### config.mk
export PLATFORM = sky130hd
export DESIGN_NAME = oneshot_tick_timer
export DESIGN_NICKNAME = d
export VERILOG_FILES = /design/src/rtl/ost_pkg.sv /design/src/rtl/ost_ctrl_reg.sv /design/src/rtl/ost_countdown.sv /design/src/rtl/ost_irq_gen.sv /design/src/rtl/oneshot_tick_timer.sv
export SDC_FILE = /design/constraint.sdc
export NUM_CORES = 1
export LEC_CHECK = 0
export BUFFER_PORTS_ARGS = -buffer_cell sky130_fd_sc_hd__buf_2
export CAP_MARGIN = 10
export CELL_PAD_IN_SITES_DETAIL_PLACEMENT = 0
export CELL_PAD_IN_SITES_GLOBAL_PLACEMENT = 1
export CORE_MARGIN = 1
export CORE_UTILIZATION = 40
export DETAILED_ROUTE_END_ITERATION = 8
export GPL_TIMING_DRIVEN = 1
export PLACE_DENSITY_LB_ADDON = 0.1
export SLEW_MARGIN = 25
export SYNTH_ARGS = -nofsm -noshare
export SYNTH_HDL_FRONTEND = slang
export SYNTH_SLANG_ARGS = --single-unit
### constraint.sdc
create_clock -name clk -period 5.4 [get_ports clk]
set_clock_uncertainty 0.15 [all_clocks]
set_input_delay 0.27 -clock clk [delete_from_list [all_inputs] [get_ports clk]]
set_output_delay 0.27 -clock clk [all_outputs]
set_load 0.05 [all_outputs]
### src/rtl/ost_pkg.sv
package ost_pkg;

    // Bit positions inside the control word
    localparam int RUN_BIT   = 0;
    localparam int IEN_BIT   = 1;
    localparam int CLR_BIT   = 4;
    localparam int CTRL_BITS = 32;

    typedef struct packed {
        logic irq_en;
        logic run;
    } ctrl_t;

    function automatic logic [CTRL_BITS-1:0] ctrl_word(ctrl_t c);
        logic [CTRL_BITS-1:0] w;
        w          = '0;
        w[RUN_BIT] = c.run;
        w[IEN_BIT] = c.irq_en;
        return w;
    endfunction

endpackage

### src/rtl/ost_ctrl_reg.sv
module ost_ctrl_reg
    import ost_pkg::*;
(
    input  logic  clk,
    input  logic  rst,
    input  logic  ctrl_wr,
    input  logic  d_run,
    input  logic  d_ien,
    input  logic  d_clr,
    output ctrl_t ctrl_q,
    output logic  clr_req
);

    // Interrupt bits are only taken when the same write carries the run bit
    assign clr_req = ctrl_wr && d_run && d_clr;

    always_ff @(posedge clk) begin
        if (rst) begin
            ctrl_q <= '0;
        end else if (ctrl_wr) begin
            ctrl_q.run <= d_run;
            if (d_run) begin
                // a clear request also leaves the interrupt disabled
                ctrl_q.irq_en <= d_ien && !d_clr;
            end
        end
    end

endmodule

### src/rtl/ost_countdown.sv
module ost_countdown #(
    parameter int CNT_W = 32
) (
    input  logic             clk,
    input  logic             rst,
    input  logic             run,
    input  logic             load,
    input  logic [CNT_W-1:0] load_val,
    input  logic             tick,
    output logic [CNT_W-1:0] count,
    output logic             armed,
    output logic             expire
);

    localparam logic [CNT_W-1:0] ONE = CNT_W'(1);

    logic at_zero;
    logic step;

    assign at_zero = (count == '0);
    assign expire  = run && armed && at_zero && !load;
    assign step    = run && armed && tick && !at_zero;

    always_ff @(posedge clk) begin
        if (rst) begin
            count <= '0;
            armed <= 1'b0;
        end else if (load) begin
            count <= load_val;
            armed <= 1'b1;
        end else if (expire) begin
            armed <= 1'b0;
        end else if (step) begin
            count <= count - ONE;
        end
    end

endmodule

### src/rtl/ost_irq_gen.sv
module ost_irq_gen (
    input  logic clk,
    input  logic rst,
    input  logic expire,
    input  logic clear,
    input  logic irq_en,
    output logic irq
);

    logic pending_q;

    always_ff @(posedge clk) begin
        if (rst) begin
            pending_q <= 1'b0;
        end else if (expire) begin
            pending_q <= 1'b1;
        end else if (clear) begin
            pending_q <= 1'b0;
        end
    end

    assign irq = pending_q && irq_en;

endmodule

### src/rtl/oneshot_tick_timer.sv
module oneshot_tick_timer
    import ost_pkg::*;
#(
    parameter int                 DATA_W     = 32,
    parameter int                 ADDR_W     = 8,
    parameter logic [ADDR_W-1:0]  CTRL_ADDR  = ADDR_W'('h40),
    parameter logic [ADDR_W-1:0]  VALUE_ADDR = ADDR_W'('h44)
) (
    input  logic              clk,
    input  logic              rst,
    input  logic              tick_en,
    input  logic              bus_wr,
    input  logic [ADDR_W-1:0] bus_addr,
    input  logic [DATA_W-1:0] bus_wdata,
    output logic [DATA_W-1:0] bus_rdata,
    output logic              irq
);

    ctrl_t             ctrl_q;
    logic              clr_req;
    logic              ctrl_wr;
    logic              value_wr;
    logic [DATA_W-1:0] count_q;
    logic              armed_q;
    logic              expire;

    assign ctrl_wr  = bus_wr && (bus_addr == CTRL_ADDR);
    assign value_wr = bus_wr && (bus_addr == VALUE_ADDR) && ctrl_q.run;

    ost_ctrl_reg u_ctrl (
        .clk     (clk),
        .rst     (rst),
        .ctrl_wr (ctrl_wr),
        .d_run   (bus_wdata[RUN_BIT]),
        .d_ien   (bus_wdata[IEN_BIT]),
        .d_clr   (bus_wdata[CLR_BIT]),
        .ctrl_q  (ctrl_q),
        .clr_req (clr_req)
    );

    ost_countdown #(.CNT_W(DATA_W)) u_cnt (
        .clk      (clk),
        .rst      (rst),
        .run      (ctrl_q.run),
        .load     (value_wr),
        .load_val (bus_wdata),
        .tick     (tick_en),
        .count    (count_q),
        .armed    (armed_q),
        .expire   (expire)
    );

    ost_irq_gen u_irq (
        .clk    (clk),
        .rst    (rst),
        .expire (expire),
        .clear  (clr_req),
        .irq_en (ctrl_q.irq_en),
        .irq    (irq)
    );

    always_comb begin
        if (bus_addr == CTRL_ADDR) begin
            bus_rdata = DATA_W'(ctrl_word(ctrl_q));
        end else if (bus_addr == VALUE_ADDR) begin
            bus_rdata = count_q;
        end else begin
            bus_rdata = '0;
        end
    end

endmodule

==> impl_metrics.csv <==
group,metric,value,unit
yosys,yosys_warnings,0,
timing,final_hold_viol_count,0,
timing,fmax,0.401,GHz
outcome,run_status,"finished clean",
cts,cts_buffers,5,
timing,worst_slack,2.90,ns
placement,hpwl,4.64,mm
final_layout,layout-drive-gt1-share,28.8,%
cts,cts_resized,0,
yosys,syn_avg_cell_area,8.11,um^2
floorplanning,die_area,6460,um^2
cts,post-cts-setup-buffers,0,
grt,grtUsageTotal,21.5,%
yosys,synth_area_leader_cell,"dfxtp_1",
timing,drv_slew,0,
final_layout,fin_util,50.0,%
detailed_routing,first_pass_iters,4,
floorplanning,top_level_ports,77,
cts,ctsHtreeMaxLevel,2,
setup_path,crit_fanout,12,
setup_path,cp.arrival,2.57,ns
yosys,ys_top_cells_by_area,"dfxtp_1, o21ai_0, and2_1, a31oi_1, or3_1",
placement,io_buffers,76,
hold_path,hp-class,"input pin to flip-flop",
grt,grt_pass1_vias,2192,
timing,worst_pin_slew,0.855,ns
cts,ctsLongestPathBuffers,2,
yosys,syn_nets,348,
grt,antenna_found_initial,0,
yosys,synth-edff-count,0,
cts,cts.sinks,36,
yosys,yosys_register_bits,36,
power_and_ir_drop,p_per_area,168,nW/um^2
setup_path,cp-end-kind,"flip-flop",
setup_path,worstSetupStartpointType,"flip-flop",
detailed_routing,drt-total-wl,6.66,mm
yosys,netlist_area,2460,um^2
placement,pre_cts_slack,2.56,ns
cts,postCtsHoldBufs,0,
timing,slew_headroom,43.0,%
detailed_routing,vias,2541,
floorplanning,die_y,80.4,um
yosys,synth-async-reset-ratio,0,%
power_and_ir_drop,ir_worst_vdd,0.120,mV
power_and_ir_drop,p_total,0.000496,W
timing,fin_crit_sh,46.2,%
yosys,synthFlopType,"dfxtp_1",
run,maxCapViolCount,0,
yosys,netlist.area_leader.share,29.3,%
cts,clk_pin_slew,0.07,ns
floorplanning,die_w,80.4,um
detailed_routing,drc_errors,0,
grt,grt_max_degree,63,
final_layout,diodes,0,
cts,insertion_delay,0.29,ns
placement,gp_congestion,0.828,
timing,setup_viol,0,
yosys,yosysSeqAreaShare,29.3,%
floorplanning,initial_core_util,41.5,%
final_layout,finalNetCount,416,
timing,period_needed,2.50,ns
floorplanning,coreArea,5920,um^2
placement,dp.cells,438,
final_layout,fillers,620,
detailed_routing,wl_per_cell,14.9,um
timing,fin_tns_setup,0,ns
yosys,yosysUniqueCellTypes,50,
setup_path,worstSetupPathType,"flip-flop to flip-flop",
timing,rsz0062_at_grt,"false",
yosys,syn-instance-count,303,
final_layout,area_growth,20.4,%
setup_path,worstPathRequired,5.47,ns
detailed_routing,via_per_inst,5.68,
power_and_ir_drop,leakagePower,1.23,nW
detailed_routing,drt_iter0_drc,108,
floorplanning,row_count,28,
cts,cts_tree,"yes",
cts,clock-root-buffer,"clkbuf_8",
grt,grt_pass1_wl,10.7,mm
grt,grt-ovfl-total,0,
final_layout,instances_no_fill,447,
detailed_routing,ant_nets,0,
==> cells by family (layout without fill, tap and decap cells) <==
kind of cell / Yosys count / after routing / synth area share [%]
simple gates: 140 / 140 / 39.4
buf+inv: 26 / 95 / 5.09
fa+ha+maj: 1 / 1 / 0.509
xor+xnor: 3 / 3 / 1.07
compound gates: 96 / 96 / 24.2
mux: 1 / 1 / 0.407
flops: 36 / 36 / 29.3
==> path summary, 6_finish.rpt <==
| kind | end | startpoint | slack [ns] | cells past startpoint |
|---|---|---|---|---|
| worst max-delay path | u_cnt.count[23]$_SDFFE_PP0P_ | u_ctrl.ctrl_q[0]$_SDFFE_PP0N_ | 2.90 | 5 |
| worst min-delay path | u_cnt.count[19]$_SDFFE_PP0P_ | bus_wdata[19] | 0.09 | 3 |
| worst max register to register | u_cnt.count[23]$_SDFFE_PP0P_ | u_ctrl.ctrl_q[0]$_SDFFE_PP0N_ | 2.90 | 5 |
| worst min register to register | u_irq.pending_q$_SDFFE_PP0P_ | u_irq.pending_q$_SDFFE_PP0P_ | 0.33 | 2 |
==> cell type report <==
class / count / area [um^2] / area share, %
multi-input cells: 241 / 1620 / 54.7
flip-flops and latches: 36 / 721 / 24.4
repair buffers: 79 / 407 / 13.7
well taps: 75 / 93.8 / 3.17
clock buffers: 8 / 90.1 / 3.04
inverters: 8 / 30.0 / 1.01
==> registers in the layout, indices dropped and copies added (netlist names) <==
name and cells:
u_ctrl.ctrl_q 2, u_cnt.armed 1, u_cnt.count 32, u_irq.pending_q 1
==> power by group <==
group | leakage (nW) | switching, W | internal [W]
sequential | 0.290 | 0.0000000210 | 0.000265
combinational | 0.899 | 0.0000139 | 0.0000144
clock | 0.0455 | 0.0000987 | 0.000104
total | 1.23 | 0.000113 | 0.000384
==> through the flow <==
| stage | hold slack, ns | area (um^2) |
|---|---|---|
| 6_report | 0.0890 | 2960 |
| 4_1_cts | 0.0793 | 2950 |
| 5_1_grt | 0.115 | 2960 |
| 3_5_place_dp | 0.317 | 2860 |
| 3_3_place_gp | 0.309 | 2860 |
| 2_1_floorplan | 0.270 | 2460 |
==> Yosys cell counts, types with 4 or more instances <==
| cell | number |
|---|---|
| or3_1 | 21 |
| nand3_1 | 8 |
| clkbuf_1 | 14 |
| inv_1 | 8 |
| nor4_4 | 6 |
| nand2_1 | 10 |
| dfxtp_1 | 36 |
| o21ai_0 | 41 |
| nand4_1 | 8 |
| and2_1 | 30 |
| a21oi_1 | 5 |
| a31oi_1 | 24 |
| nor4_1 | 5 |
| nor2_1 | 15 |
| o31ai_1 | 11 |
| or2_2 | 4 |
| or4_1 | 10 |
==> critical path: stages, from the launching register on <==
cell and delay (ns):
dfxtp_1 0.46, and3_1 0.50, nand4b_2 0.29, a211o_1 0.43, or4_1 0.43, a31oi_1 0.16
==> cells in the final DEF, fill, tap and decap left out, types with 2 or more instances in the layout <==
| cell type | count |
|---|---|
| dfxtp_1 | 36 |
| nand3_2 | 3 |
| and2_1 | 30 |
| a31oi_1 | 24 |
| and3_1 | 2 |
| and4_1 | 2 |
| nor3_2 | 2 |
| clkbuf_1 | 2 |
| o31ai_1 | 11 |
| o21ai_0 | 41 |
| inv_1 | 8 |
| nor4_1 | 5 |
| or4_1 | 10 |
| nand4_1 | 8 |
| buf_2 | 76 |
| nand3_1 | 7 |
| nor3_1 | 2 |
| buf_4 | 2 |
| a21oi_1 | 5 |
| a22o_1 | 2 |
| a311oi_1 | 2 |
| nor4_4 | 6 |
| or3_1 | 21 |
| nand4b_1 | 3 |
| nand2_1 | 10 |
| clkbuf_8 | 6 |
| xnor2_1 | 3 |
| or2_2 | 4 |
| nor2_1 | 15 |
| nand2b_1 | 3 |
==> metal layers <==
| metal | vias up | part of all wire (%) | global-route usage, % | routed length (um) |
|---|---|---|---|---|
| met5 | - | 0 | 0 | 0 |
| met4 | 0 | 0.69 | 6.96 | 46 |
| met3 | 6 | 6.5 | 5.91 | 431 |
| met2 | 81 | 45 | 33.1 | 2990 |
| met1 | 1155 | 48 | 28.8 | 3200 |
| li1 | 1299 | - | - | - |
(Power assumes the default switching activity.)
